--- config.mk ---
export PLATFORM = sky130hd
export DESIGN_NAME = gpio_deglitch_bank
export DESIGN_NICKNAME = d
export VERILOG_FILES = /design/src/rtl/gdf_pkg.sv /design/src/rtl/gdf_regs.sv /design/src/rtl/gdf_line.sv /design/src/rtl/gdf_change.sv /design/src/rtl/gpio_deglitch_bank.sv
export SDC_FILE = /design/constraint.sdc
export NUM_CORES = 1
export LEC_CHECK = 0
export BUFFER_PORTS_ARGS = -buffer_cell sky130_fd_sc_hd__buf_2
export CORE_MARGIN = 10
export CORE_UTILIZATION = 45
export CTS_BUF_LIST = sky130_fd_sc_hd__clkbuf_4 sky130_fd_sc_hd__clkbuf_8
export DETAILED_ROUTE_END_ITERATION = 10
export PLACE_DENSITY = 0.71
export SYNTH_ARGS = -nofsm -noshare
export SYNTH_HDL_FRONTEND = slang
export SYNTH_SLANG_ARGS = --single-unit
--- constraint.sdc ---
create_clock -name clk -period 1.35 [get_ports clk]
set_clock_uncertainty 0.1 [all_clocks]
set_input_delay 0.135 -clock clk [delete_from_list [all_inputs] [get_ports clk]]
set_output_delay 0.135 -clock clk [all_outputs]
set_load 0.01 [all_outputs]
--- src/rtl/gdf_pkg.sv ---
package gdf_pkg;
  localparam int ADDR_W = 4;
  localparam int DATA_W = 32;

  // Word offsets of the register port
  localparam logic [ADDR_W-1:0] OFF_SET  = 4'h0;  // write 1 to enable filter
  localparam logic [ADDR_W-1:0] OFF_CLR  = 4'h4;  // write 1 to disable filter
  localparam logic [ADDR_W-1:0] OFF_STAT = 4'h8;  // filter enables, read-only
  localparam logic [ADDR_W-1:0] OFF_LVL  = 4'hC;  // line levels, read-only
endpackage

--- src/rtl/gdf_regs.sv ---
module gdf_regs
  import gdf_pkg::*;
#(
  parameter int N_LINES = 8
) (
  input  logic               clk,
  input  logic               rst_n,
  input  logic               psel_i,
  input  logic               penable_i,
  input  logic               pwrite_i,
  input  logic [ADDR_W-1:0]  paddr_i,
  input  logic [DATA_W-1:0]  pwdata_i,
  input  logic [N_LINES-1:0] level_i,
  output logic [N_LINES-1:0] en_o,
  output logic [DATA_W-1:0]  prdata_o
);
  logic               wr_acc;
  logic               do_set;
  logic               do_clr;
  logic [N_LINES-1:0] en_q;
  logic [N_LINES-1:0] wmask;

  assign wr_acc = psel_i & penable_i & pwrite_i;
  assign do_set = wr_acc && (paddr_i == OFF_SET);
  assign do_clr = wr_acc && (paddr_i == OFF_CLR);
  assign wmask  = pwdata_i[N_LINES-1:0];

  always_ff @(posedge clk or negedge rst_n) begin
    if (!rst_n)      en_q <= '0;
    else if (do_set) en_q <= en_q | wmask;
    else if (do_clr) en_q <= en_q & ~wmask;
  end

  assign en_o = en_q;

  always_comb begin
    prdata_o = '0;
    if (psel_i && !pwrite_i) begin
      case (paddr_i)
        OFF_STAT: prdata_o[N_LINES-1:0] = en_q;
        OFF_LVL:  prdata_o[N_LINES-1:0] = level_i;
        default:  prdata_o = '0;
      endcase
    end
  end

  a_r1_set_bits: assert property (@(posedge clk) disable iff (!rst_n)
    do_set |=> (en_q == ($past(en_q) | $past(wmask))));

  a_r2_clear_bits: assert property (@(posedge clk) disable iff (!rst_n)
    do_clr |=> (en_q == ($past(en_q) & ~$past(wmask))));

  a_r3_hold_enables: assert property (@(posedge clk) disable iff (!rst_n)
    !(do_set || do_clr) |=> $stable(en_q));

  a_r11_enable_needs_select: assert property (@(posedge clk) disable iff (!rst_n)
    penable_i |-> psel_i);

  a_r11_setup_before_access: assert property (@(posedge clk) disable iff (!rst_n)
    (psel_i && penable_i) |-> $past(psel_i && !penable_i));
endmodule

--- src/rtl/gdf_line.sv ---
module gdf_line #(
  parameter int SYNC_EXTRA = 1
) (
  input  logic clk,
  input  logic rst_n,
  input  logic run_i,
  input  logic pin_i,
  input  logic en_i,
  output logic periph_o,
  output logic lvl_o
);
  logic n_smp;   // sample taken at falling edge
  logic p0;      // sample taken at rising edge k
  logic nq;      // falling-edge sample moved onto the rising-edge domain
  logic p0_s;
  logic nq_s;
  logic p1_s;    // previous rising-edge sample after settling
  logic raw_q;
  logic filt_q;

  always_ff @(negedge clk or negedge rst_n) begin
    if (!rst_n) n_smp <= 1'b0;
    else        n_smp <= pin_i;
  end

  always_ff @(posedge clk or negedge rst_n) begin
    if (!rst_n) begin
      p0 <= 1'b0;
      nq <= 1'b0;
    end else begin
      p0 <= pin_i;
      nq <= n_smp;
    end
  end

  generate
    if (SYNC_EXTRA == 0) begin : g_nosync
      assign p0_s = p0;
      assign nq_s = nq;
    end else begin : g_sync
      logic [SYNC_EXTRA-1:0] pd;
      logic [SYNC_EXTRA-1:0] nd;
      always_ff @(posedge clk or negedge rst_n) begin
        if (!rst_n) begin
          pd <= '0;
          nd <= '0;
        end else begin
          pd[0] <= p0;
          nd[0] <= nq;
          for (int i = 1; i < SYNC_EXTRA; i++) begin
            pd[i] <= pd[i-1];
            nd[i] <= nd[i-1];
          end
        end
      end
      assign p0_s = pd[SYNC_EXTRA-1];
      assign nq_s = nd[SYNC_EXTRA-1];
    end
  endgenerate

  // Filter: the newer pair (fall, rise) wins; otherwise the older pair
  // (rise, fall) may still qualify, so a pulse over one period passes.
  always_ff @(posedge clk or negedge rst_n) begin
    if (!rst_n) begin
      p1_s   <= 1'b0;
      raw_q  <= 1'b0;
      filt_q <= 1'b0;
    end else begin
      p1_s <= p0_s;
      if (run_i) begin
        raw_q <= p0_s;
        if (nq_s == p0_s)      filt_q <= p0_s;
        else if (p1_s == nq_s) filt_q <= nq_s;
      end
    end
  end

  assign periph_o = p0_s;
  assign lvl_o    = en_i ? filt_q : raw_q;

  // filtered value moves only on two agreeing half-cycle samples
  a_r5_filter_pair: assert property (@(posedge clk) disable iff (!rst_n)
    (filt_q != $past(filt_q)) |->
      (($past(p0_s) == $past(nq_s)) || ($past(p1_s) == $past(nq_s))));

  a_r10_freeze: assert property (@(posedge clk) disable iff (!rst_n)
    !run_i |=> ($stable(raw_q) && $stable(filt_q)));
endmodule

--- src/rtl/gdf_change.sv ---
module gdf_change #(
  parameter int N_LINES = 8
) (
  input  logic               clk,
  input  logic               rst_n,
  input  logic [N_LINES-1:0] level_i,
  output logic [N_LINES-1:0] chg_o
);
  logic [N_LINES-1:0] prev_q;

  always_ff @(posedge clk or negedge rst_n) begin
    if (!rst_n) prev_q <= '0;
    else        prev_q <= level_i;
  end

  assign chg_o = level_i ^ prev_q;

  a_r9_flag_one_cycle: assert property (@(posedge clk) disable iff (!rst_n)
    ($past(chg_o) != '0 && $stable(level_i)) |-> (chg_o == '0));
endmodule

--- src/rtl/gpio_deglitch_bank.sv ---
module gpio_deglitch_bank
  import gdf_pkg::*;
#(
  parameter int N_LINES    = 8,
  parameter int SYNC_EXTRA = 1
) (
  input  logic               clk,
  input  logic               rst_n,
  input  logic               run_i,
  input  logic               psel_i,
  input  logic               penable_i,
  input  logic               pwrite_i,
  input  logic [ADDR_W-1:0]  paddr_i,
  input  logic [DATA_W-1:0]  pwdata_i,
  output logic [DATA_W-1:0]  prdata_o,
  output logic               pready_o,
  input  logic [N_LINES-1:0] pin_i,
  output logic [N_LINES-1:0] periph_o,
  output logic [N_LINES-1:0] chg_o
);
  logic [N_LINES-1:0] en;
  logic [N_LINES-1:0] level;

  assign pready_o = 1'b1;

  gdf_regs #(.N_LINES(N_LINES)) u_regs (
    .clk      (clk),
    .rst_n    (rst_n),
    .psel_i   (psel_i),
    .penable_i(penable_i),
    .pwrite_i (pwrite_i),
    .paddr_i  (paddr_i),
    .pwdata_i (pwdata_i),
    .level_i  (level),
    .en_o     (en),
    .prdata_o (prdata_o)
  );

  generate
    for (genvar g = 0; g < N_LINES; g++) begin : g_line
      gdf_line #(.SYNC_EXTRA(SYNC_EXTRA)) u_line (
        .clk     (clk),
        .rst_n   (rst_n),
        .run_i   (run_i),
        .pin_i   (pin_i[g]),
        .en_i    (en[g]),
        .periph_o(periph_o[g]),
        .lvl_o   (level[g])
      );
    end
  endgenerate

  gdf_change #(.N_LINES(N_LINES)) u_chg (
    .clk    (clk),
    .rst_n  (rst_n),
    .level_i(level),
    .chg_o  (chg_o)
  );

  // with the clock model stopped, no level change may be flagged
  a_r10_no_flag_frozen: assert property (@(posedge clk) disable iff (!rst_n)
    (!run_i && $past(!run_i) && $stable(en)) |-> (chg_o == '0));
endmodule

==> results of run 1 <==
-- power groups by stage --
stage               Sequential (W)  Clock (W)  Combinational (W)
floorplan                  0.00276          0           0.000518
global placement           0.00276          0           0.000792
detailed placement         0.00277          0           0.000806
CTS                        0.00273    0.00201           0.000917
global route               0.00276    0.00212            0.00105
finish                     0.00273    0.00196           0.000943
-- registers in the layout, summed over array words and instances, names as in the netlist, named ones only --
| register | cells |
|---|---|
| g_line.u_line.g_sync.nd | 8 |
| g_line.u_line.p1_s | 8 |
| g_line.u_line.filt_q | 8 |
| g_line.u_line.p0 | 8 |
| g_line.u_line.nq | 8 |
| g_line.u_line.raw_q | 8 |
| g_line.u_line.n_smp | 8 |
| g_line.u_line.periph_o | 8 |
| u_chg.prev_q | 8 |
-- what timing repair did --
| item | 4_1_cts | 5_1_grt |
|---|---|---|
| hold buffers | 18 | 0 |
| hold endpoints to repair | 88 | 0 |
| gates resized for setup | 16 | 10 |
| pin swaps | 4 | 6 |
| buffers inserted | 2 | 4 |
| setup endpoints to repair | 17 | 24 |
-- placed cells by master (no fill, tap or decap), types with 2 or more instances in the layout --
master / netlist / final
a22oi_2: 0 / 7
buf_2: 3 / 48
buf_4: 33 / 30
bufinv_16: 0 / 2
clkbuf_8: 0 / 11
conb_1: 2 / 25
dfrtn_1: 8 / 8
dfrtp_1: 72 / 72
dlygate4sd3_1: 0 / 18
ha_1: 16 / 16
inv_1: 24 / 24
mux2_2: 16 / 8
mux2_4: 0 / 8
mux2i_1: 16 / 16
nand3_1: 8 / 8
nor2_1: 16 / 15
nor2_2: 1 / 2
o21ai_1: 0 / 6
o21ai_2: 0 / 2
xnor2_1: 8 / 8
xor2_1: 8 / 8
-- worst min path at each step --
stage,endpoint,slack (ns),cells past startpoint
after floorplan,async pin,-0.26,0
after global placement,g_line[7].u_line.p0,-0.05,1
after detailed placement,g_line[7].u_line.p0,-0.05,1
after CTS,flip-flop,0.05,3
after global routing,flip-flop,0.06,3
final,flip-flop,0.06,3
-- logic make-up after synthesis --
group / after synthesis / synth area share (%)
and+or+nand+nor: 29 / 4.77
adders and majority gates: 16 / 6.01
DFF: 80 / 60.2
buffers and inverters: 63 / 11.4
AOI/OAI and AO/OA: 16 / 3.01
xor gates and xnor gates: 16 / 4.21
muxes: 32 / 10.2
other: 2 / 0.226
-- worst min-delay path, stage by stage --
cell and delay (ns):
buf_2 0.13, buf_4 0.15, mux2i_1 0.06
-- layout make-up --
class                           count  share of cell area (%)
Sequential cell                    80                    47.7
Multi-Input combinational cell    134                    26.4
Timing Repair Buffer               96                    15.4
Clock buffer                       12                    3.79
Tap cell                           99                    2.95
Inverter                           24                    2.15
Clock inverter                      3                    1.55
-- stage by stage --
stage	setup slack, ns	hold slack [ns]	utilization, %	total power, W	cells
floorplan	0.123	-0.261	-	0.00328	277
global route	-0.447	0.0567	58.1	0.00593	448
finish	-0.391	0.0603	58.1	0.00564	448
CTS	-0.382	0.0543	57.5	0.00566	444
detailed placement	-0.0534	-0.0476	50.9	0.00358	409
global placement	-0.0235	-0.0526	50.9	0.00356	409
-- synth_stat cells --
| master | number |
|---|---|
| buf_4 | 33 |
| buf_2 | 3 |
| xnor2_1 | 8 |
| mux2_2 | 16 |
| nand3_1 | 8 |
| buf_6 | 2 |
| nor2_1 | 16 |
| a22oi_1 | 8 |
| ha_1 | 16 |
| conb_1 | 2 |
| dfrtp_1 | 72 |
| and4bb_2 | 1 |
| inv_1 | 24 |
| xor2_1 | 8 |
| mux2i_1 | 16 |
| buf_1 | 1 |
| dfrtn_1 | 8 |
| and4b_1 | 1 |
| nand2b_1 | 1 |
| o21ai_0 | 8 |
| nor4b_4 | 1 |
| nor2_2 | 1 |
-- layer usage --
layer,GRT usage [%],vias up,wire length [µm]
li1,-,945,-
met1,13.8,934,2810
met2,17.9,52,2880
met3,5.01,6,353
met4,3.77,0,57
met5,0,-,0
==> flow_summary_export.csv, run 1 <==
group,metric,value,unit
synthesis,synth_area_leader_cell,"dfrtp_1",
run,maxCapViolCount,0,
layout,drive_above_1_share,35.0,%
detailed_routing,viasPerCell,4.32,
synthesis,ys_ff_latch,80,
global_routing,grt_pass1_wl,10200,µm
critical_path,endpoint_kind,"primary output",
detailed_routing,routed_wl,6100,µm
critical_path,cp_max_fo,3,
critical_path,reg2reg_slack,0.10,ns
global_routing,antenna_found_initial,0,
synthesis,synth_seq_area_share,60.2,%
sta,setup_violations,16,
layout,area_growth,26.0,%
power_and_ir_drop,vdd_drop_max,723,µV
global_routing,track_usage,11.4,%
critical_path,crit_family,"flip-flops",
critical_path,worstReg2RegEnd,"g_line[7].u_line.filt_q",
detailed_routing,wl_per_cell,13.6,µm
critical_path,cp.arrival,1.51,ns
critical_path,r2r_start,"g_line[7].u_line.g_sync.nd",
clock_tree,clkLatencyLatePin,0.34,ns
synthesis,syn_inst,254,
layout,nNetsFinal,411,
sta,drv_slew,0,
layout,n_fill_cell,624,
power_and_ir_drop,p_leak,2.17,nW
placed_design,dp_hpwl,4260,µm
critical_path,max_stage_delay,0.40,ns
critical_path,cp_slowest_cell,"dfrtp_1",
placed_design,gp_congestion,0.739,
placed_design,dpl_cell_area,0.00367,mm²
sta,rsz0062_at_grt,"true",
floorplan,initial_core_util,46.1,%
power_and_ir_drop,p_clk_share,34.8,%
detailed_routing,vias,1937,
layout,regArea,0.00200,mm²
sta,final.period_utilization,129,%
power_and_ir_drop,netSwitchingPower,0.00139,W
global_routing,overflow,0,
clock_tree,cts_sinks,80,
layout,multi_input_area,0.00111,mm²
floorplan,rows,31,
clock_tree,clockBufferDepth,2,
sta,timing.final.ws_setup,-0.391,ns
floorplan,die-height,106,µm
clock_tree,htreeDepth,3,
detailed_routing,drt_pre_antenna_iters,4,
layout,postLayoutCellArea,0.00419,mm²
global_routing,grt_pass1_vias,2097,
clock_tree,cts_tree,"yes",
synthesis,syn_area,0.00333,mm²
critical_path,cp.depth,4,
detailed_routing,drc,0,
power_and_ir_drop,combPwrFrac,16.7,%
critical_path,cp_cell_sequence,"mux2_4, a22oi_2, nor2_1, buf_2",
detailed_routing,ant_nets,0,
clock_tree,numCtsBuffers,9,
power_and_ir_drop,power_density,1340,mW/mm²
clock_tree,root_buffer,"clkbuf_8",
layout,antenna_cells,0,
floorplan,core_area,0.00721,mm²
critical_path,critPathCapture,"prdata_o[2]",
critical_path,worstPathRequired,1.12,ns
critical_path,path_class,"flip-flop to primary output",
detailed_routing,drt_first_iter_violations,29,
power_and_ir_drop,seqPwrFrac,48.4,%
critical_path,worst-path-buf-inv,1,
sta,layout_min_cycle_time,1.74,ns
synthesis,synth_top_area_share,54.1,%
global_routing,grt_max_degree,24,
run_status,violations,"negative setup slack",
sta,max_freq,574,MHz
floorplan,dieArea,0.0112,mm²
synthesis,synth_cell_types,22,
min_path,hp-class,"input port to flip-flop",
power_and_ir_drop,p_sw_share,24.6,%
floorplan,die_x,106,µm
critical_path,start_kind,"flip-flop",
synthesis,syn_avg_cell_area,13.1,µm²
critical_path,rr_worst_depth,3,
synthesis,ys_warn_count,0,
power_and_ir_drop,internal-power,0.00425,W
placed_design,port_buffers,49,
floorplan,pin_count,99,
min_path,holdCritStartpoint,"paddr_i[2]",
synthesis,synth_area_leaders,"dfrtp_1 54%, buf_4 7.4%, dfrtn_1 6.0%",
run_status,status,"finished, violations left",
clock_tree,path_clk_slew,0.08,ns
sta,hold_viol_final,0,
sta,tns,-4.92,ns
Note: power is estimated with default switching activity, not from simulation.
==> inputs of run 2 (changes only) <==
--- a/config.mk
+++ b/config.mk
@@ -6,4 +6,5 @@
 export NUM_CORES = 1
 export LEC_CHECK = 0
+export ABC_AREA = 0
 export BUFFER_PORTS_ARGS = -buffer_cell sky130_fd_sc_hd__buf_2
 export CORE_MARGIN = 10
==> constraint.sdc (replaced) <==
create_clock -name clk -period 1.35 [get_ports clk]
set_clock_uncertainty 0.1 [all_clocks]
set_input_delay 0.2025 -clock clk [delete_from_list [all_inputs] [get_ports clk]]
set_output_delay 0.2025 -clock clk [all_outputs]
set_load 0.01 [all_outputs]
==> flow_summary_export.csv, run 2 (same netlist as run 1, synthesis figures left out) <==
group,metric,value,unit
detailed_routing,drt_pre_antenna_iters,4,
layout,post-route-util,57.2,%
layout,final_cell_mix,"72 x dfrtp_1, 44 x buf_2, 31 x buf_4",
floorplan,initial_core_util,46.1,%
placed_design,dp_cells,410,
critical_path,rr_worst_depth,3,
critical_path,worstPathRequired,1.05,ns
clock_tree,htreeDepth,3,
power_and_ir_drop,vdd_drop_max,797,µV
global_routing,overflow,0,
sta,timing.final.ws_setup,-0.429,ns
global_routing,grt_max_degree,24,
run_status,status,"finished, violations left",
sta,rsz0062_at_grt,"true",
global_routing,gr-usage-met3,3.44,%
sta,hold_viol_final,0,
critical_path,r2r_start,"g_line[1].u_line.g_sync.nd",
detailed_routing,drt_first_iter_violations,40,
power_and_ir_drop,p_leak,2.14,nW
sta,drv_slew,0,
layout,final_cells,442,
floorplan,dieArea,0.0112,mm²
critical_path,endpoint_kind,"primary output",
clock_tree,cts_sinks,80,
critical_path,reg2reg_slack,0.06,ns
detailed_routing,vias,1926,
layout,area_growth,24.1,%
layout,regArea,0.00200,mm²
run,maxCapViolCount,0,
clock_tree,root_buffer,"clkbuf_8",
sta,layout_min_cycle_time,1.78,ns
power_and_ir_drop,finalPower,0.00545,W
clock_tree,clkLatencyLatePin,0.35,ns
critical_path,path_class,"flip-flop to primary output",
min_path,min_path_cells,3,
min_path,holdCritStartpoint,"pwdata_i[3]",
critical_path,worstReg2RegEnd,"g_line[1].u_line.filt_q",
layout,multi_input_area,0.00111,mm²
clock_tree,clockBufferDepth,2,
global_routing,antenna_found_initial,0,
detailed_routing,viasPerCell,4.36,
floorplan,die_x,106,µm
detailed_routing,drc,0,
layout,antenna_cells,0,
global_routing,met1_usage,13.7,%
layout,drive_above_1_share,36.2,%
clock_tree,cts_tree,"yes",
sta,final.period_utilization,132,%
critical_path,cp.arrival,1.48,ns
placed_design,port_buffers,49,
global_routing,use_met2,16.7,%
global_routing,track_usage,11.0,%
placed_design,gp_congestion,0.728,
layout,mostFrequentLayoutCell,"dfrtp_1",
sta,max_freq,562,MHz
min_path,hp-class,"input port to flip-flop",
floorplan,die-height,106,µm
critical_path,start_kind,"flip-flop",
layout,nNetsFinal,404,
detailed_routing,ant_nets,0,
layout,n_fill_cell,628,
placed_design,dp_hpwl,4320,µm
detailed_routing,wl_per_cell,13.5,µm
clock_tree,path_clk_slew,0.07,ns
global_routing,grt_pass1_vias,2102,
sta,setup_violations,16,
floorplan,core_area,0.00721,mm²
global_routing,grt_pass1_wl,9920,µm
run_status,violations,"negative setup slack",
critical_path,cp_max_fo,3,
global_routing,busiest_layer,"met2",
floorplan,pin_count,99,
detailed_routing,routed_wl,5960,µm
power_and_ir_drop,power_density,1320,mW/mm²
floorplan,rows,31,
clock_tree,numCtsBuffers,9,
## run 2: cell count changes in the layout (fill, tap and decap cells not counted), moves of 2 or more
cell | previous run | this run
clkinvlp_4 | 0 | 2
buf_2 | 48 | 44
buf_6 | 0 | 5
dlygate4sd3_1 | 18 | 9
## run 2: critical path, stage by stage (launching register included)
cell and delay (ns):
dfrtp_1 0.42, mux2_4 0.34, a22oi_2 0.15, nor2_1 0.07, buf_2 0.16
## run 2: worst max path at each step
stage / cells after the start / endpoint / slack (ns) / start
final: 4 / prdata_o[7] / -0.43 / flip-flop
after floorplan: 4 / prdata_o[0] / 0.09 / paddr_i[2]
after global routing: 4 / prdata_o[7] / -0.49 / flip-flop
after CTS: 4 / prdata_o[7] / -0.46 / flip-flop
after detailed placement: 5 / prdata_o[4] / -0.18 / paddr_i[0]
after global placement: 5 / prdata_o[4] / -0.14 / paddr_i[0]
## run 2: final cells by class
class / count / share of cell area (%)
repair buffers: 89 / 14.5
inverters: 24 / 2.18
clock buffers: 11 / 3.67
flip-flops and latches: 80 / 48.5
well taps: 99 / 3.00
clock inverters: 5 / 1.33
multi-input cells: 134 / 26.8
## run 2: routing by layer
metal,up-vias,routed length [µm]
li1,933,-
met3,10,341
met4,0,109
met5,-,0
met2,48,2760
met1,935,2740
## run 2: where the power goes
group | internal, W | switching, W
Sequential | 0.00262 | 0.000118
Combinational | 0.000477 | 0.000459
Clock | 0.000948 | 0.000825
Total | 0.00404 | 0.00140
## run 2: through the flow
stage | hold slack, ns | TNS [ns] | setup WS [ns] | area, µm²
after floorplan | -0.193 | 0 | 0.0903 | 3410
after global placement | 0.0135 | -0.811 | -0.139 | 3680
after detailed placement | 0.0177 | -1.02 | -0.179 | 3680
after CTS | 0.0169 | -6.44 | -0.462 | 4030
after global routing | 0.0331 | -6.97 | -0.492 | 4130
final | 0.0361 | -5.94 | -0.429 | 4130
## run 2: timing repair
item,4_1_cts,5_1_grt
gates resized for setup,12,19
setup endpoints to repair,17,28
pin swaps,3,8
buffers inserted,1,6
hold endpoints to repair,63,0
hold buffers,9,0
==> inputs of run 3 (changes only) <==
Settings changed: SYNTH_HIERARCHICAL from default to 1.
==> flow_summary_export.csv, run 3 <==
group,metric,value,unit
power_and_ir_drop,finalPower,0.00583,W
clock_tree,numCtsBuffers,9,
placed_design,place_ws,-0.433,ns
power_and_ir_drop,p_clk_share,35.8,%
synthesis,yosysMostFrequentCell,"dfrtp_1",
synthesis,ys_warn_count,6,
detailed_routing,drt_first_iter_violations,36,
synthesis,synth_flop_cell,"dfrtp_1",
detailed_routing,viasPerCell,4.53,
min_path,hp-class,"input port to flip-flop",
min_path,min_path_cells,3,
global_routing,overflow,0,
critical_path,path_class,"flip-flop to primary output",
sta,drv_slew,0,
synthesis,async_reset_ff_share,100,%
sta,hold_viol_final,0,
power_and_ir_drop,combPwrFrac,17.4,%
synthesis,synth_cell_types,22,
clock_tree,path_clk_slew,0.08,ns
critical_path,cp_max_fo,2,
power_and_ir_drop,netSwitchingPower,0.00145,W
critical_path,r2r_start,"g_line[1].u_line/periph_o",
synthesis,synth_top_area_share,54.4,%
detailed_routing,routed_wl,6320,µm
synthesis,synth_edf_count,0,
power_and_ir_drop,p_sw_share,24.9,%
synthesis,syn_inst,244,
layout,post-route-util,61.1,%
placed_design,gp_congestion,0.730,
sta,setup_violations,16,
floorplan,core_area,0.00721,mm²
layout,area_growth,33.0,%
power_and_ir_drop,power_density,1320,mW/mm²
floorplan,dieArea,0.0112,mm²
floorplan,pin_count,99,
synthesis,synth_area_leaders,"dfrtp_1 54%, dfrtn_1 6.0%, ha_1 6.0%",
run_status,violations,"negative setup slack",
critical_path,worstPathRequired,1.05,ns
layout,final_cell_mix,"70 x dfrtp_1, 40 x buf_2, 33 x buf_4",
detailed_routing,drc,0,
run,maxCapViolCount,0,
sta,tns,-7.10,ns
clock_tree,cts_sinks,80,
synthesis,synth_area_leader_cell,"dfrtp_1",
power_and_ir_drop,p_leak,2.13,nW
placed_design,port_buffers,49,
layout,drive_above_1_share,42.3,%
sta,final.period_utilization,135,%
synthesis,synth_common_cells,"72 x dfrtp_1, 25 x buf_4",
detailed_routing,drt_pre_antenna_iters,4,
clock_tree,htreeDepth,3,
sta,timing.final.ws_setup,-0.470,ns
global_routing,grt_pass1_wl,10300,µm
sta,fin_hold_ws,0.0687,ns
synthesis,syn_avg_cell_area,13.6,µm²
floorplan,die-height,106,µm
min_path,holdCritStartpoint,"pwdata_i[6]",
synthesis,synth_seq_area_share,60.4,%
critical_path,reg2reg_slack,0.10,ns
critical_path,rr_worst_depth,4,
clock_tree,cts_tree,"yes",
power_and_ir_drop,vdd_drop_max,605,µV
sta,rsz0062_at_grt,"true",
placed_design,dp_hpwl,4460,µm
global_routing,antenna_found_initial,0,
clock_tree,root_buffer,"clkbuf_8",
synthesis,ys_ff_latch,80,
layout,mostFrequentLayoutCell,"dfrtp_1",
floorplan,rows,31,
clock_tree,clkLatencyLatePin,0.34,ns
critical_path,endpoint_kind,"primary output",
layout,nNetsFinal,411,
detailed_routing,wl_per_cell,14.1,µm
critical_path,worstReg2RegEnd,"g_line[1].u_line/filt_q",
floorplan,initial_core_util,45.9,%
power_and_ir_drop,seqPwrFrac,46.8,%
layout,antenna_cells,0,
floorplan,die_x,106,µm
detailed_routing,ant_nets,0,
critical_path,cp.arrival,1.52,ns
sta,layout_min_cycle_time,1.82,ns
power_and_ir_drop,internal-power,0.00437,W
sta,max_freq,550,MHz
global_routing,track_usage,11.5,%
run_status,status,"finished, violations left",
detailed_routing,vias,2035,
synthesis,syn_area,0.00331,mm²
global_routing,grt_pass1_vias,2136,
global_routing,grt_max_degree,26,
critical_path,start_kind,"flip-flop",
clock_tree,clockBufferDepth,2,
==> run 3: cell count changes after synthesis, sizes merged <==
cell,delta
a22oi,-8
and4b,-1
and4bb,-1
buf,-9
clkbuf,+2
inv,-8
nand2b,-1
nand3,-8
nand4b,+8
nor2,-1
nor4b,-1
o21ai,+8
o31ai,+8
or3b,+2
==> run 3: repair_timing <==
action / in CTS / in global routing
hold buffers: 9 / 0
hold endpoints to repair: 80 / 0
resized for setup: 27 / 9
endpoints found under the setup margin: 16 / 22
pin swaps: 7 / 4
setup buffers: 7 / 1
==> run 3: per-layer routing <==
layer / wire, µm / up-vias / track usage, % / part of all wire (%)
met3: 377 / 6 / 3.47 / 6.0
met4: 75 / 0 / 5.80 / 1.2
met5: 0 / - / 0 / 0
met1: 2690 / 1015 / 13.7 / 43
li1: - / 963 / - / -
met2: 3170 / 51 / 18.4 / 50
==> run 3: worst max path at each step <==
stage,endpoint,cells after the start
3_3_place_gp,prdata_o[3],5
6_report,chg_o[1],4
4_1_cts,prdata_o[3],5
5_1_grt,chg_o[0],4
3_5_place_dp,prdata_o[2],5
2_1_floorplan,prdata_o[0],5
==> run 3: metrics by stage <==
stage                     instances  instance area [µm²]
after floorplan                 267                 3460
after global routing            449                 4410
after global placement          418                 3860
after detailed placement        418                 3860
final                           449                 4410
after CTS                       450                 4370
==> run 3: cell families after synthesis <==
kind of cell,share of synthesized area [%]
AO/OA/AOI/OAI,5.14
XOR/XNOR,4.23
adder cells (fa/ha/maj),6.04
buffers and inverters,8.58
flip-flops,60.4
multiplexers,10.3
other,0.227
AND/OR/NAND/NOR,5.06
==> run 3: critical path, cell delays in order (launching register included) <==
cell and delay (ns):
dfrtp_1 0.40, mux2_4 0.33, buf_6 0.13, xor2_1 0.15, buf_2 0.15
==> run 3: area by class of cell <==
class / count / area (µm²)
fill: 591 / 2810
sequential: 80 / 2000
multi-input combinational: 139 / 1240
timing repair buffer: 99 / 738
clock buffer: 9 / 124
tap: 99 / 124
clock inverter: 7 / 119
inverter: 16 / 60.1
==> run 3: power by group through the flow <==
stage,sequential (W),combinational [W],clock (W)
detailed placement,0.00276,0.000851,0
global placement,0.00275,0.000835,0
global route,0.00275,0.00112,0.00225
finish,0.00273,0.00101,0.00209
CTS,0.00272,0.00101,0.00215
floorplan,0.00275,0.000512,0
